==> config.mk <==
export PLATFORM = sky130hd
export DESIGN_NAME = clk_src_frac_div
export DESIGN_NICKNAME = d
export VERILOG_FILES = /design/src/rtl/csfd_pkg.sv /design/src/rtl/csfd_src_sel.sv /design/src/rtl/csfd_phase_acc.sv /design/src/rtl/clk_src_frac_div.sv
export SDC_FILE = /design/constraint.sdc
export NUM_CORES = 1
export LEC_CHECK = 0
export ABC_AREA = 1
export BUFFER_PORTS_ARGS = -buffer_cell sky130_fd_sc_hd__buf_2
export CAP_MARGIN = 25
export CORE_UTILIZATION = 49
export CTS_CLUSTER_DIAMETER = 30
export DETAILED_ROUTE_END_ITERATION = 7
export PLACE_DENSITY = 0.82
export SYNTH_ARGS = -nofsm -noshare
export SYNTH_HDL_FRONTEND = slang
export SYNTH_HIERARCHICAL = 1
export SYNTH_SLANG_ARGS = --single-unit
==> constraint.sdc <==
create_clock -name clk -period 3.26 [get_ports clk]
set_clock_uncertainty 0.2 [all_clocks]
set_input_delay 0.326 -clock clk [delete_from_list [all_inputs] [get_ports clk]]
set_output_delay 0.326 -clock clk [all_outputs]
set_load 0.02 [all_outputs]
==> src/rtl/csfd_pkg.sv <==
// Package: shared field positions for the clock source selector and
// fractional divider. Assumes an 8-bit control word and a 32-bit divider word.
package csfd_pkg;
    localparam int CTL_W      = 8;
    localparam int SEL_W      = 4;
    localparam int SEL_LSB    = 0;
    localparam int EN_BIT     = 4;
    localparam int BUSY_BIT   = 7;
    localparam int DIVW_W     = 32;
    localparam int INT_ANCHOR = 12;
    localparam int MAX_SRC    = 16;
endpackage

==> src/rtl/csfd_src_sel.sv <==
// Module: picks one clock-enable line by index. Index 0 is ground, and indices
// at or above NUM_SRC also read as ground. Assumes NUM_SRC <= 16.
module csfd_src_sel
    import csfd_pkg::*;
#(
    parameter int NUM_SRC = 16
) (
    input  logic [NUM_SRC-1:0] src_en,
    input  logic [SEL_W-1:0]   sel,
    output logic               pulse
);
    logic [NUM_SRC-1:0] masked;

    // Tie index 0 low; forward the other lines as they are.
    assign masked[0] = src_en[0] & 1'b0;
    generate
        for (genvar g = 1; g < NUM_SRC; g++) begin : g_pass
            assign masked[g] = src_en[g];
        end
    endgenerate

    // One-hot compare against the select field.
    always_comb begin
        pulse = 1'b0;
        for (int i = 0; i < NUM_SRC; i++) begin
            if (sel == SEL_W'(i)) pulse = masked[i];
        end
    end
endmodule

==> src/rtl/csfd_phase_acc.sv <==
// Module: fixed-point phase accumulator. Each adv pulse adds 2^FRAC_BITS.
// Reaching the divisor emits one registered pulse and subtracts it. The
// remainder is clamped below the divisor, so a ratio under one gives one pulse
// per advance. A zero divisor holds everything still. Assumes clr arrives
// together with any divisor change.
module csfd_phase_acc #(
    parameter int DIV_W     = 8,
    parameter int FRAC_BITS = 4
) (
    input  logic             clk,
    input  logic             rst_n,
    input  logic             clr,
    input  logic             adv,
    input  logic [DIV_W-1:0] div,
    output logic             pulse
);
    localparam int ACC_W = DIV_W + 1;
    localparam logic [ACC_W-1:0] STEP = {{(ACC_W-1){1'b0}}, 1'b1} << FRAC_BITS;

    logic [ACC_W-1:0] acc_q;
    logic [ACC_W-1:0] sum;
    logic [ACC_W-1:0] divx;
    logic [ACC_W-1:0] rem;
    logic [ACC_W-1:0] rem_c;
    logic             hit;
    logic             div_nz;

    // Next-phase arithmetic: add one step, test and subtract the divisor.
    always_comb begin
        divx   = {1'b0, div};
        div_nz = (div != '0);
        sum    = acc_q + STEP;
        hit    = (sum >= divx);
        rem    = sum - divx;
        rem_c  = (rem >= divx) ? (divx - 1'b1) : rem;
    end

    // Phase register and output pulse.
    always_ff @(posedge clk) begin
        if (!rst_n || clr) begin
            acc_q <= '0;
            pulse <= 1'b0;
        end else if (adv && div_nz) begin
            pulse <= hit;
            acc_q <= hit ? rem_c : sum;
        end else begin
            pulse <= 1'b0;
        end
    end

    AST_ZERO_DIV_SILENT: assert property (@(posedge clk) disable iff (!rst_n)
        (div == '0) |=> !pulse);
    AST_ACC_BELOW_DIV: assert property (@(posedge clk) disable iff (!rst_n)
        (div != '0) |-> (acc_q < {1'b0, div}));
    AST_ONE_PER_ADV: assert property (@(posedge clk) disable iff (!rst_n)
        !adv |=> !pulse);
endmodule

==> src/rtl/clk_src_frac_div.sv <==
// Module: clock-enable source selector with fractional divider (top).
// Holds the control and divider words and picks the source. Either divides it
// with the phase accumulator or, when INT_BITS and FRAC_BITS are both zero,
// forwards it. Assumes INT_BITS <= 12, FRAC_BITS <= 12, NUM_SRC <= 16.
module clk_src_frac_div
    import csfd_pkg::*;
#(
    parameter int NUM_SRC   = 16,
    parameter int INT_BITS  = 4,
    parameter int FRAC_BITS = 4
) (
    input  logic               clk,
    input  logic               rst_n,
    input  logic [NUM_SRC-1:0] src_en,
    input  logic               ctl_wr,
    input  logic [CTL_W-1:0]   ctl_wdata,
    input  logic               div_wr,
    input  logic [DIVW_W-1:0]  div_wdata,
    output logic [CTL_W-1:0]   ctl_rdata,
    output logic [DIVW_W-1:0]  div_rdata,
    output logic               clk_en_out
);
    localparam int  DIV_W     = INT_BITS + FRAC_BITS;
    localparam int  FIELD_LSB = INT_ANCHOR - FRAC_BITS;
    localparam bit  PASS      = (DIV_W == 0);

    logic [SEL_W-1:0] sel_q;
    logic             en_q;
    logic             busy_q;
    logic             sel_pulse;
    logic             wr_any;
    logic             adv;

    // Control word storage; busy is captured from the written enable bit.
    always_ff @(posedge clk) begin
        if (!rst_n) begin
            sel_q  <= '0;
            en_q   <= 1'b0;
            busy_q <= 1'b0;
        end else if (ctl_wr) begin
            sel_q  <= ctl_wdata[SEL_LSB +: SEL_W];
            en_q   <= ctl_wdata[EN_BIT];
            busy_q <= ctl_wdata[EN_BIT];
        end
    end

    // Control read-back with reserved bits as zero.
    always_comb begin
        ctl_rdata                     = '0;
        ctl_rdata[SEL_LSB +: SEL_W]   = sel_q;
        ctl_rdata[EN_BIT]             = en_q;
        ctl_rdata[BUSY_BIT]           = busy_q;
    end

    csfd_src_sel #(.NUM_SRC(NUM_SRC)) i_src_sel (
        .src_en (src_en),
        .sel    (sel_q),
        .pulse  (sel_pulse)
    );

    assign wr_any = ctl_wr | div_wr;
    assign adv    = en_q & sel_pulse & ~wr_any;

    generate
        if (PASS) begin : g_pass
            logic out_q;

            // Forward the selected enable one cycle later.
            always_ff @(posedge clk) begin
                if (!rst_n) out_q <= 1'b0;
                else        out_q <= adv;
            end

            assign clk_en_out = out_q;
            assign div_rdata  = '0;

            AST_PASS_FOLLOWS: assert property (@(posedge clk) disable iff (!rst_n)
                adv |=> clk_en_out);
        end else begin : g_div
            logic [DIV_W-1:0] div_q;

            // Divider word storage: keep only the divisor field.
            always_ff @(posedge clk) begin
                if (!rst_n)      div_q <= '0;
                else if (div_wr) div_q <= div_wdata[FIELD_LSB +: DIV_W];
            end

            assign div_rdata = {{(DIVW_W-DIV_W){1'b0}}, div_q} << FIELD_LSB;

            csfd_phase_acc #(.DIV_W(DIV_W), .FRAC_BITS(FRAC_BITS)) i_phase_acc (
                .clk   (clk),
                .rst_n (rst_n),
                .clr   (wr_any),
                .adv   (adv),
                .div   (div_q),
                .pulse (clk_en_out)
            );
        end
    endgenerate

    AST_OFF_WHEN_DISABLED: assert property (@(posedge clk) disable iff (!rst_n)
        !en_q |=> !clk_en_out);
    AST_BUSY_TRACKS: assert property (@(posedge clk) disable iff (!rst_n)
        ctl_wr |=> (ctl_rdata[BUSY_BIT] == $past(ctl_wdata[EN_BIT])));
    AST_GROUND_SILENT: assert property (@(posedge clk) disable iff (!rst_n)
        (sel_q == '0) |=> !clk_en_out);
    AST_WRITE_CLEARS: assert property (@(posedge clk) disable iff (!rst_n)
        wr_any |=> !clk_en_out);
endmodule

* Yosys cells after proc, flatten, opt, wreduce, memory -nomap -nowiden
Cells that the tools add are included.
** Operators by class
- Add/subtract/negate cells :: 3
- Reduce and logical (&&, ||, !) cells :: 5
- $mul :: 0
- Order comparisons :: 2
- Bitwise gates (word level) :: 5
- Mux-type cells :: 17
- Div/mod/pow operators :: 0
- Equality and inequality tests :: 15
- Shifts and indexed selects :: 0
** Operators with widths (count)
- $eq 4x4->1 const B :: 8
- $ge 9x8->1 :: 2
- $mux 9 :: 2
- $eq 4x3->1 const B :: 4
- $mux 1 :: 15
- $add 9x5->9 const B :: 1
- $sub 8x1->9 const B :: 1
- $sub 9x8->9 :: 1
- $eq 4x2->1 const B :: 2
- $reduce_bool 8->1 :: 1
- $eq 4x1->1 const B :: 1
- $and 1x1->1 :: 2
- $not 1->1 :: 2
- $reduce_or 2->1 :: 1
- $logic_and 1x1->1 :: 1
- $logic_not 1->1 :: 1
- $logic_or 1x1->1 :: 1
- $or 1x1->1 :: 1
** Storage, ports and cells
- Output and inout bits :: 41
- Logic and storage cells :: 52
- Bits of input ports :: 60
- ROM bits :: 0
- Bits in writable memories :: 0
- Memories kept :: 0
- Bits in registers :: 23
- Latch bits :: 0

* Logic depth before layout (Yosys ltp)
Gate-level depths: netlist (run 1).
- Word-level depth :: 21
- Mapped depth :: 23
- Depth with buffers taken out :: 23

* By module
Netlist (run 1), hierarchy kept.
** By module, submodules not included
- csfd_phase_acc :: cells an instance 228, seq. area each 200.2 µm², area an instance 1462.7 µm², times used 1
- clk_src_frac_div :: cells an instance 88, seq. area each 260.2 µm², area an instance 664.4 µm², times used 1
- csfd_src_sel :: cells an instance 45, seq. area each 0.0 µm², area an instance 234.0 µm², times used 1

* Worst setup path before layout (run 1)
No wires, ideal clock.
- Kind :: reg2reg
- Start point :: register g_div.div_q[0]
- End point :: register g_div.i_phase_acc.acc_q[0]
- Cell stages (with the launch flop) :: 20
- Data required time :: 2.946 ns
- Library setup time :: 0.114 ns
- Arrival time :: 2.749 ns
- Path buffers :: 0
- Setup slack :: 0.197 ns
- Period minus slack after synthesis :: 3.063 ns
- Path through :: dfxtp_1 ha_1 inv_1 fa_1 nand2_1 nand2_1 and2_1 xnor2_1 inv_1 ha_1 nand2_1 nor2_1 nand2_1 nand3_1 a21oi_1 nand3_4 nand2_1 nand3_1 nand2_1 nor2_2
** On the way
- Longest elaborated chain between the ends :: 4
- Elaborated cells on any way between the ends :: 8
- Classes of those cells :: add/sub: 2; order compare: 2; mux: 2; reduce/logical: 2
** RTL lines
- start, declared :: RTL line clk_src_frac_div.sv:80 : logic [DIV_W-1:0] div_q;
- start signal, assigned :: RTL line clk_src_frac_div.sv:85 : else if (div_wr) div_q <= div_wdata[FIELD_LSB +: DIV_W];
- $sub 9x8->9 :: RTL line csfd_phase_acc.sv:34 : rem = sum - divx;
- $ge 9x8->1 :: RTL line csfd_phase_acc.sv:35 : rem_c = (rem >= divx) ? (divx - 1'b1) : rem;
- $mux 9 :: RTL line csfd_phase_acc.sv:35
- $mux 9 :: RTL line csfd_phase_acc.sv:45 : acc_q <= hit ? rem_c : sum;
- end signal, assigned :: RTL line csfd_phase_acc.sv:45
- end, declared :: RTL line csfd_phase_acc.sv:20 : logic [ACC_W-1:0] acc_q;
Parallel ways exist; a longest one is shown, timed or not.
A chain may end at the register's enable or synchronous reset.

* Worst setup path after layout (run 1)
- Start point :: register g_div.i_phase_acc.acc_q[4]
- End point :: register g_div.i_phase_acc.acc_q[0]
** On the way
- Longest elaborated chain between the ends :: 5
- Elaborated cells on any way between the ends :: 6
- Classes of those cells :: add/sub: 2; order compare: 2; mux: 2
** RTL lines
- $add 9x5->9 (*) :: RTL line csfd_phase_acc.sv:32 : sum = acc_q + STEP;
- $sub 9x8->9 :: RTL line csfd_phase_acc.sv:34
- $ge 9x8->1 :: RTL line csfd_phase_acc.sv:35
- $mux 9 :: RTL line csfd_phase_acc.sv:35
- $mux 9 (*) :: RTL line csfd_phase_acc.sv:45
Mark *: on every way between the ends. The rest lies on a longest branch, timed or not.

==> impl_metrics.toml, run 1 <==
[status]
status = "finished clean"

[hold_path]
hp-class = "in2reg"
hold_depth = 3

[worst_setup_path]
crit_type = "reg2reg"
cpPeakStageDelay_ns = 0.38
path_max_fanout = 8
cp_data_required_time_ns = 3.27
crit_top_cell = "nand2_1"
cp_slowest_cell = "dfxtp_4"
crit_path_start_kind = "register"
critical_path.cell_chain = "ha_4, xor2_2, ha_4, nand2_1, nor2_1, nand2_1, nand2_1, nand2_2, nand2_1, inv_1, ha_1, inv_2, nor2_4, nand3_1, nand2_1, inv_2, nand2_2, nor2_8, nand3_1, nand3_1, nand2_1, nor2_2"
arrival_ns = 3.09
r2r_cells = 22
crit_path_end_kind = "register"

[global_routing]
grt_max_degree = 15
antenna_found_initial = 0
grt_pass1_wl_mm = 8.838
grt_overflow = 0
grt_pass1_vias = 2080
grtUsageTotal_pct = 21.57

[sta]
finalSetupViolCount = 0
slew_violations = 0
rsz0062_at_grt = "no"
fmaxAchievable_mhz = 325.1
whs_ns = 0.07167
worstMarginPinSlew_ns = 0.5729
period_minus_slack_ns = 3.076
fin_setup_tns_ns = 0
hold_viol = 0
post-route-period-util_pct = 94.36
slew_headroom_pct = 61.67

[cells_and_area]
seqCellArea_sq_um = 469.2
syn_to_final_growth_pct = 16.11
multi_input_area_sq_mm = 0.001652
nFillCells = 424
fin_cells = 464
fin_util_pct = 60.86
antenna_cells = 0
layout-drive-gt1-share_pct = 26.94
nNetsFinal = 493

[pwr]
leakage_nw = 1.481
powerDensity_mw_per_mm2 = 324.8
ir_drop_mv = 0.2592

[routing]
postRouteAntennaNets = 0
drc = 0
wire_per_inst_um = 11.71
drt_wl_total_mm = 5.435
routed_via_density = 5.032
drtIter0Drc = 81
vias = 2335
firstDrtPassIters = 4

[floorplanning]
die-area_sq_mm = 0.005100
core_area_sq_mm = 0.004504
io_pins = 101
die-width_um = 71.42
fp-row-count = 24
dieHeight_um = 71.42
start_util_pct = 52.42

[synthesis]
synthMostInstantiatedCell = "nand2_1"
syn-cell-area_sq_mm = 0.002361
synthTopCellsByCount = "nand2_1 (70), inv_1 (50), nor2_1 (41)"
synth_area_leader_cell = "dfxtp_1"
synth_cells = 361
synth_warnings = 6
synth_cell_types = 37
yosysSeqAreaShare_pct = 19.50
ys.flop_type = "dfxtp_1"
synth.top_cell.area_share_pct = 19.50
syn_area_per_cell_sq_um = 6.540
synthArstFlopShare_pct = 0
synth_edf_count = 0
synthTopCellsByArea = "dfxtp_1 (20%), nand2_1 (11%), ha_1 (10%)"
ys_seq_elements = 23

[clocking]
cts_tree = "done"
clockBufferDepth = 2
clock-sinks = 23
clockRootBuffer = "clkbuf_8"
numCtsBuffers = 3
clkLatencyLatePin_ns = 0.27
h-tree-depth = 1
clkTransAtPathRegs_ns = 0.09
holdBufCountCts = 0

[place]
gp_congestion = 0.9049
port_buffers = 46
dp_hpwl_mm = 4.224
placedCellCount = 459

[run]
cap_violations = 0
## state kept, by name, summed over array words and instances (netlist names)
register	count
sel_q	4
busy_q	1
g_div.i_phase_acc/pulse	1
g_div.div_q	8
g_div.i_phase_acc/acc_q	9
## final timing paths
path                               from                         end  slack, ns
min reg2reg                      busy_q                      busy_q       0.30
max reg2reg  g_div.i_phase_acc/acc_q[4]  g_div.i_phase_acc/acc_q[0]       0.18
max          g_div.i_phase_acc/acc_q[4]  g_div.i_phase_acc/acc_q[0]       0.18
min                        div_wdata[8]              g_div.div_q[0]       0.07
## layout make-up
class / instances / share of cell area, %
multi-input cells: 275 / 60.25
flip-flops and latches: 23 / 17.12
clock inverters: 1 / 0.2738
inverters: 57 / 8.170
clock buffers: 3 / 1.506
repair buffers: 53 / 10.31
well taps: 52 / 2.373
## per-stage QoR
step	area (sq um)	total power, mW	setup slack (ns)
6_report	2741	0.8904	0.1840
5_1_grt	2741	0.9563	0.002908
4_1_cts	2614	0.8542	0.005252
3_5_place_dp	2557	0.6661	0.01672
3_3_place_gp	2557	0.6564	0.1103
2_1_floorplan	2455	0.6046	0.1966
## critical path: cells and delay by family (launching register included)
| kind | cells | cell delay [ns] |
|---|---|---|
| xor gates and xnor gates | 1 | 0.16 |
| adders and majority gates | 3 | 0.77 |
| DFF | 1 | 0.38 |
| and+or+nand+nor | 15 | 1.30 |
| buffers and inverters | 3 | 0.21 |
## cells in the final DEF, fill, tap and decap left out, types with 5 or more instances in the layout
cell | netlist | routed
xor2_1 | 7 | 6
inv_2 | 4 | 7
buf_2 | 1 | 46
nand2_1 | 70 | 65
inv_1 | 50 | 47
nand3_1 | 36 | 35
dfxtp_1 | 23 | 18
nand4_1 | 6 | 6
o21ai_0 | 20 | 20
a21oi_1 | 13 | 11
buf_4 | 28 | 7
ha_1 | 19 | 14
nor2_2 | 4 | 5
conb_1 | 1 | 26
nand2_2 | 2 | 7
nor2_1 | 41 | 39
ha_4 | 0 | 5
## cells by family (layout without fill, tap and decap cells)
logic type	after synthesis	count (layout)	synth area share [%]
compound gates	39	39	9.063
xor+xnor	11	11	4.399
fa+ha+maj	20	20	10.92
buf+inv	88	114	19.55
flops	23	23	19.50
other cells	1	26	0.1588
simple gates	179	179	36.41
## where the power goes
part / switching, mW / internal, mW
Sequential: 0.0168 / 0.291
Combinational: 0.249 / 0.144
Clock: 0.102 / 0.0867
Total: 0.368 / 0.522
## per-layer routing
layer | global-route usage (%) | vias to the layer above | wire length, um
li1 | - | 1197 | -
met5 | 0 | - | 0
met4 | 9.556 | 0 | 156
met2 | 37.35 | 82 | 2746
met1 | 27.08 | 1038 | 2280
met3 | 2.250 | 18 | 251
## timing repair
action | 4_1_cts | 5_1_grt
pin swaps | 0 | 4
endpoints found under the setup margin | 3 | 9
gates resized for setup | 1 | 31
setup buffers | 0 | 1
No activity file was read; power rests on OpenSTA's default activity.
==> run 2: changes to the inputs <==
--- a/config.mk
+++ b/config.mk
@@ -11,7 +11,7 @@
 export CORE_UTILIZATION = 49
 export CTS_CLUSTER_DIAMETER = 30
 export DETAILED_ROUTE_END_ITERATION = 7
-export PLACE_DENSITY = 0.82
+export PLACE_DENSITY = 0.8
 export SYNTH_ARGS = -nofsm -noshare
 export SYNTH_HDL_FRONTEND = slang
 export SYNTH_HIERARCHICAL = 1
==> impl_metrics.toml, run 2 (synthesized netlist as in run 1, its figures left out) <==
[floorplanning]
core_area_sq_mm = 0.004504
start_util_pct = 52.42
die-area_sq_mm = 0.005100
fp-row-count = 24
dieHeight_um = 71.42
io_pins = 101
die-width_um = 71.42

[sta]
period_minus_slack_ns = 3.121
fmaxAchievable_mhz = 320.4
slew_violations = 0
slew_headroom_pct = 63.36
worstMarginPinSlew_ns = 0.5475
finalSetupViolCount = 0
hold_viol = 0
post-route-period-util_pct = 95.75

[clocking]
clock-sinks = 23
clkLatencyLatePin_ns = 0.26
clockRootBuffer = "clkbuf_8"
holdBufCountCts = 0
clkTransAtPathRegs_ns = 0.08
cts_tree = "done"
clockBufferDepth = 2
numCtsBuffers = 3
h-tree-depth = 1

[routing]
drc = 0
vias = 2324
routed_via_density = 5.009
drt_wl_total_mm = 5.488
wire_per_inst_um = 11.83
firstDrtPassIters = 4
postRouteAntennaNets = 0
drtIter0Drc = 129

[cells_and_area]
largest-register = "g_div.i_phase_acc/acc_q"
largest_reg_flops = 9
layout-drive-gt1-share_pct = 27.18
final_common_cell = "nand2_1"
layout_common_cells = "nand2_1 (64), inv_1 (49), buf_2 (46)"
fin_cells = 464
final_cell_area_sq_mm = 0.002761
fin_util_pct = 61.31
nNetsFinal = 493
syn_to_final_growth_pct = 16.96
largestRegisters = "g_div.i_phase_acc/acc_q (9), g_div.div_q (8), sel_q (4)"
antenna_cells = 0

[worst_setup_path]
regToRegEndpoint = "g_div.i_phase_acc/acc_q[0]"
arrival_ns = 3.12
path_max_fanout = 8
cp_data_required_time_ns = 3.26
r2r_cells = 22
ff2ff_setup_slack_ns = 0.14
crit_type = "reg2reg"
crit_path_end_kind = "register"
crit_path_start_kind = "register"
r2r-start = "g_div.i_phase_acc/acc_q[0]"

[global_routing]
grt_max_degree = 15
antenna_found_initial = 0
grt_pass1_wl_mm = 9.301
grt_util_met1_pct = 27.04
grt_use_met2_pct = 39.47
grt_overflow = 0
grt.busiest_layer = "met2"
grtUsageTotal_pct = 22.45
grt_pass1_vias = 2153
met3_usage_pct = 3.516

[hold_path]
worstHoldEndpoint = "sel_q[1]"
hold_depth = 3
hold_start = "ctl_wdata[1]"
hp-class = "in2reg"

[place]
dp_hpwl_mm = 4.250
placedCellCount = 459
gp_congestion = 0.8645
dpl_cell_area_sq_mm = 0.002557
port_buffers = 46

[run]
cap_violations = 0

[pwr]
p_int_mw = 0.5271
power.share.combinational_pct = 45.2
leakage_nw = 1.486
p_clk_share_pct = 20.1
ir_drop_mv = 0.2551
power_frac_seq_pct = 34.7
powerDensity_mw_per_mm2 = 320.7
power_switching_mw = 0.3584
sw_frac_of_total_pct = 40.48

[status]
status = "finished clean"
-- run 2: per-stage QoR --
stage	power, mW	setup slack [ns]	hold slack [ns]	TNS (ns)
global placement	0.6586	0.09937	0.2764	0
detailed placement	0.6686	0.01464	0.2730	0
global route	0.9544	-0.06848	0.08892	-0.1666
floorplan	0.6046	0.1966	0.2476	0
CTS	0.8495	0.03696	0.07884	0
finish	0.8855	0.1387	0.08113	0
-- run 2: worst max path at each step --
stage                                            end                       start  slack (ns)  cells past startpoint
after CTS                 g_div.i_phase_acc/acc_q[0]  g_div.i_phase_acc/acc_q[4]        0.04                     21
after detailed placement  g_div.i_phase_acc/acc_q[0]  g_div.i_phase_acc/acc_q[4]        0.01                     20
final                     g_div.i_phase_acc/acc_q[0]  g_div.i_phase_acc/acc_q[0]        0.14                     22
after global routing      g_div.i_phase_acc/acc_q[1]              g_div.div_q[0]       -0.07                     21
after global placement    g_div.i_phase_acc/acc_q[2]  g_div.i_phase_acc/acc_q[4]         0.1                     20
after floorplan           g_div.i_phase_acc/acc_q[0]              g_div.div_q[0]        0.20                     19
-- run 2: metal layers --
layer  wire length [um]  vias to the layer above
li1                   -                     1198
met1               2358                     1033
met2               2736                       75
met3                234                       18
met4                158                        0
met5                  0                        -
-- run 2: power by group through the flow --
stage,Clock (mW),Sequential (mW),Combinational [mW]
floorplan,0,0.322,0.282
global placement,0,0.314,0.344
detailed placement,0,0.315,0.354
CTS,0.181,0.308,0.361
global route,0.195,0.310,0.449
finish,0.178,0.307,0.401
-- run 2: timing repair --
action	4_1_cts	5_1_grt
endpoints found under the setup margin	1	9
setup buffers	0	1
resized for setup	3	31
cloned	0	0
pin swaps	0	8
-- run 2: critical path, stage by stage (launching register included) --
cell and delay (ns):
dfxtp_2 0.34, inv_1 0.05, ha_2 0.18, inv_1 0.07
fa_2 0.35, nand2_2 0.08, nand2_2 0.08, nand4_1 0.13
nand3_1 0.10, nand2_2 0.10, inv_1 0.05, ha_1 0.28
nand2_1 0.07, nand2_1 0.07, a21oi_2 0.17, nand2_2 0.08
inv_1 0.06, nand2_2 0.08, nor2_8 0.17, nand3_1 0.09
nand3_1 0.10, nand2_1 0.08, nor2_2 0.09
-- run 2: cell type report --
type	count	area, sq um
clock buffers	4	45.04
fillers	413	1743
inverters	57	224.0
multi-input cells	275	1677
flip-flops and latches	23	467.9
well taps	52	65.06
repair buffers	53	282.8
==> run 3: changes to the inputs <==
==> constraint.sdc (replaced) <==
create_clock -name clk -period 3.2 [get_ports clk]
set_clock_uncertainty 0.2 [all_clocks]
set_input_delay 0.32 -clock clk [delete_from_list [all_inputs] [get_ports clk]]
set_output_delay 0.32 -clock clk [all_outputs]
set_load 0.02 [all_outputs]
==> impl_metrics.toml, run 3 (synthesized netlist as in run 1, its figures left out) <==
[cells_and_area]
largest-register = "g_div.i_phase_acc/acc_q"
largestRegisters = "g_div.i_phase_acc/acc_q (9), g_div.div_q (8), sel_q (4)"
fin_util_pct = 62.92
final_common_cell = "nand2_1"
nFillCells = 416
fin_cells = 470
layout_common_cells = "nand2_1 (64), inv_1 (46), buf_2 (46)"
layout-drive-gt1-share_pct = 28.71
antenna_cells = 0
final_cell_area_sq_mm = 0.002834
largest_reg_flops = 9
nNetsFinal = 499
syn_to_final_growth_pct = 20.03

[routing]
firstDrtPassIters = 4
drc = 0
drtIter0Drc = 127
vias = 2333
postRouteAntennaNets = 0
drt_wl_total_mm = 5.459
wire_per_inst_um = 11.61
routed_via_density = 4.964

[sta]
finalSetupViolCount = 0
slew_headroom_pct = 64.83
layout_setup_ws_ns = 0.2021
worstMarginPinSlew_ns = 0.5257
period_minus_slack_ns = 2.998
post-route-period-util_pct = 93.68
fmaxAchievable_mhz = 333.6
slew_violations = 0
hold_viol = 0

[place]
dp_slack_ns = -0.001070
placedCellCount = 463
port_buffers = 46
gp_congestion = 0.9304
dpl_cell_area_sq_mm = 0.002587
dp_hpwl_mm = 4.295

[worst_setup_path]
cp_slowest_cell = "dfxtp_4"
crit_type = "reg2reg"
cpPeakStageDelay_ns = 0.37
arrival_ns = 3.00
cp_data_required_time_ns = 3.20
crit_path_end_kind = "register"
path_max_fanout = 8
critical_path.cell_chain = "ha_4, xor2_4, ha_4, nand2_1, nor2_1, nand2_1, nand2_1, nand2_2, nand2_2, inv_1, ha_4, inv_1, nor2_2, nand3_1, nand2_2, inv_1, nand2_2, nor2_8, nand3_1, nand3_1, a21oi_1"
crit_top_cell = "nand2_2"
ff2ff_setup_slack_ns = 0.20
crit_path_start_kind = "register"

[pwr]
power_frac_seq_pct = 33.9
p_int_mw = 0.5445
power_switching_mw = 0.3790
power.share.combinational_pct = 45.0
sw_frac_of_total_pct = 41.04
ir_drop_mv = 0.2218
leakage_nw = 1.518
powerDensity_mw_per_mm2 = 325.8
p_clk_share_pct = 21.1

[clocking]
holdBufCountCts = 0
cts_tree = "done"
clockBufferDepth = 2
clkLatencyLatePin_ns = 0.27
clockRootBuffer = "clkbuf_8"
clkTransAtPathRegs_ns = 0.09
numCtsBuffers = 3
clock-sinks = 23
h-tree-depth = 1

[floorplanning]
die-area_sq_mm = 0.005100
dieHeight_um = 71.42
fp-row-count = 24
io_pins = 101
core_area_sq_mm = 0.004504
die-width_um = 71.42
start_util_pct = 52.42

[run]
cap_violations = 0

[global_routing]
grt_max_degree = 15
grtUsageTotal_pct = 21.93
grt_pass1_wl_mm = 9.045
grt_pass1_vias = 2129
grt_overflow = 0
antenna_found_initial = 0

[hold_path]
hp-class = "in2reg"

[status]
status = "finished clean"
run 3: final cells by class:
class / count / area, sq um / share of cell area (%)
Inverter: 57 / 224.0 / 7.903
Timing Repair Buffer: 59 / 327.8 / 11.57
Clock inverter: 1 / 7.507 / 0.2649
Clock buffer: 3 / 41.29 / 1.457
Multi-Input combinational cell: 275 / 1699 / 59.96
Sequential cell: 23 / 469.2 / 16.56
Tap cell: 52 / 65.06 / 2.296
run 3: worst paths after layout:
| kind | depth (start not counted) | start | endpoint |
|---|---|---|---|
| worst max-delay path | 21 | g_div.i_phase_acc/acc_q[5] | g_div.i_phase_acc/acc_q[6] |
| worst min-delay path | 3 | div_wdata[12] | g_div.div_q[4] |
| worst max register to register | 21 | g_div.i_phase_acc/acc_q[5] | g_div.i_phase_acc/acc_q[6] |
| worst min register to register | 2 | g_div.i_phase_acc/acc_q[2] | g_div.i_phase_acc/acc_q[2] |
run 3: worst max-delay path, delay by kind of cell (launching register included):
family | cells | cell delay, ns
AO/OA/AOI/OAI | 1 | 0.14
flip-flops | 1 | 0.37
XOR/XNOR | 1 | 0.16
buffers and inverters | 3 | 0.15
AND/OR/NAND/NOR | 13 | 1.15
adder cells (fa/ha/maj) | 3 | 0.74
run 3: power groups by stage:
stage	Sequential (mW)	Clock, mW	Combinational (mW)
floorplan	0.328	0	0.288
global placement	0.319	0	0.355
detailed placement	0.319	0	0.365
CTS	0.313	0.198	0.372
global route	0.315	0.211	0.467
finish	0.313	0.195	0.416
run 3: per-layer routing:
metal / global-route usage (%) / up-vias / part of all wire (%)
met3: 2.250 / 11 / 4.9
met2: 40.42 / 77 / 50
met1: 26.67 / 1030 / 43
met5: 0 / - / 0
met4: 6.889 / 0 / 2.3
li1: - / 1215 / -
run 3: timing repair:
item | CTS | global route
pin swaps | 0 | 14
gates resized for setup | 3 | 34
hold endpoints to repair | 0 | 0
setup buffers | 0 | 3
setup endpoints to repair | 8 | 9
run 3: metrics by stage:
stage                     total power, mW    TNS, ns  hold slack (ns)
final                              0.9234          0          0.06374
after global placement             0.6736          0           0.2689
after detailed placement           0.6841  -0.001070           0.2759
after CTS                          0.8820          0          0.06228
after global routing               0.9928   -0.05983          0.06963
after floorplan                    0.6160          0           0.2476
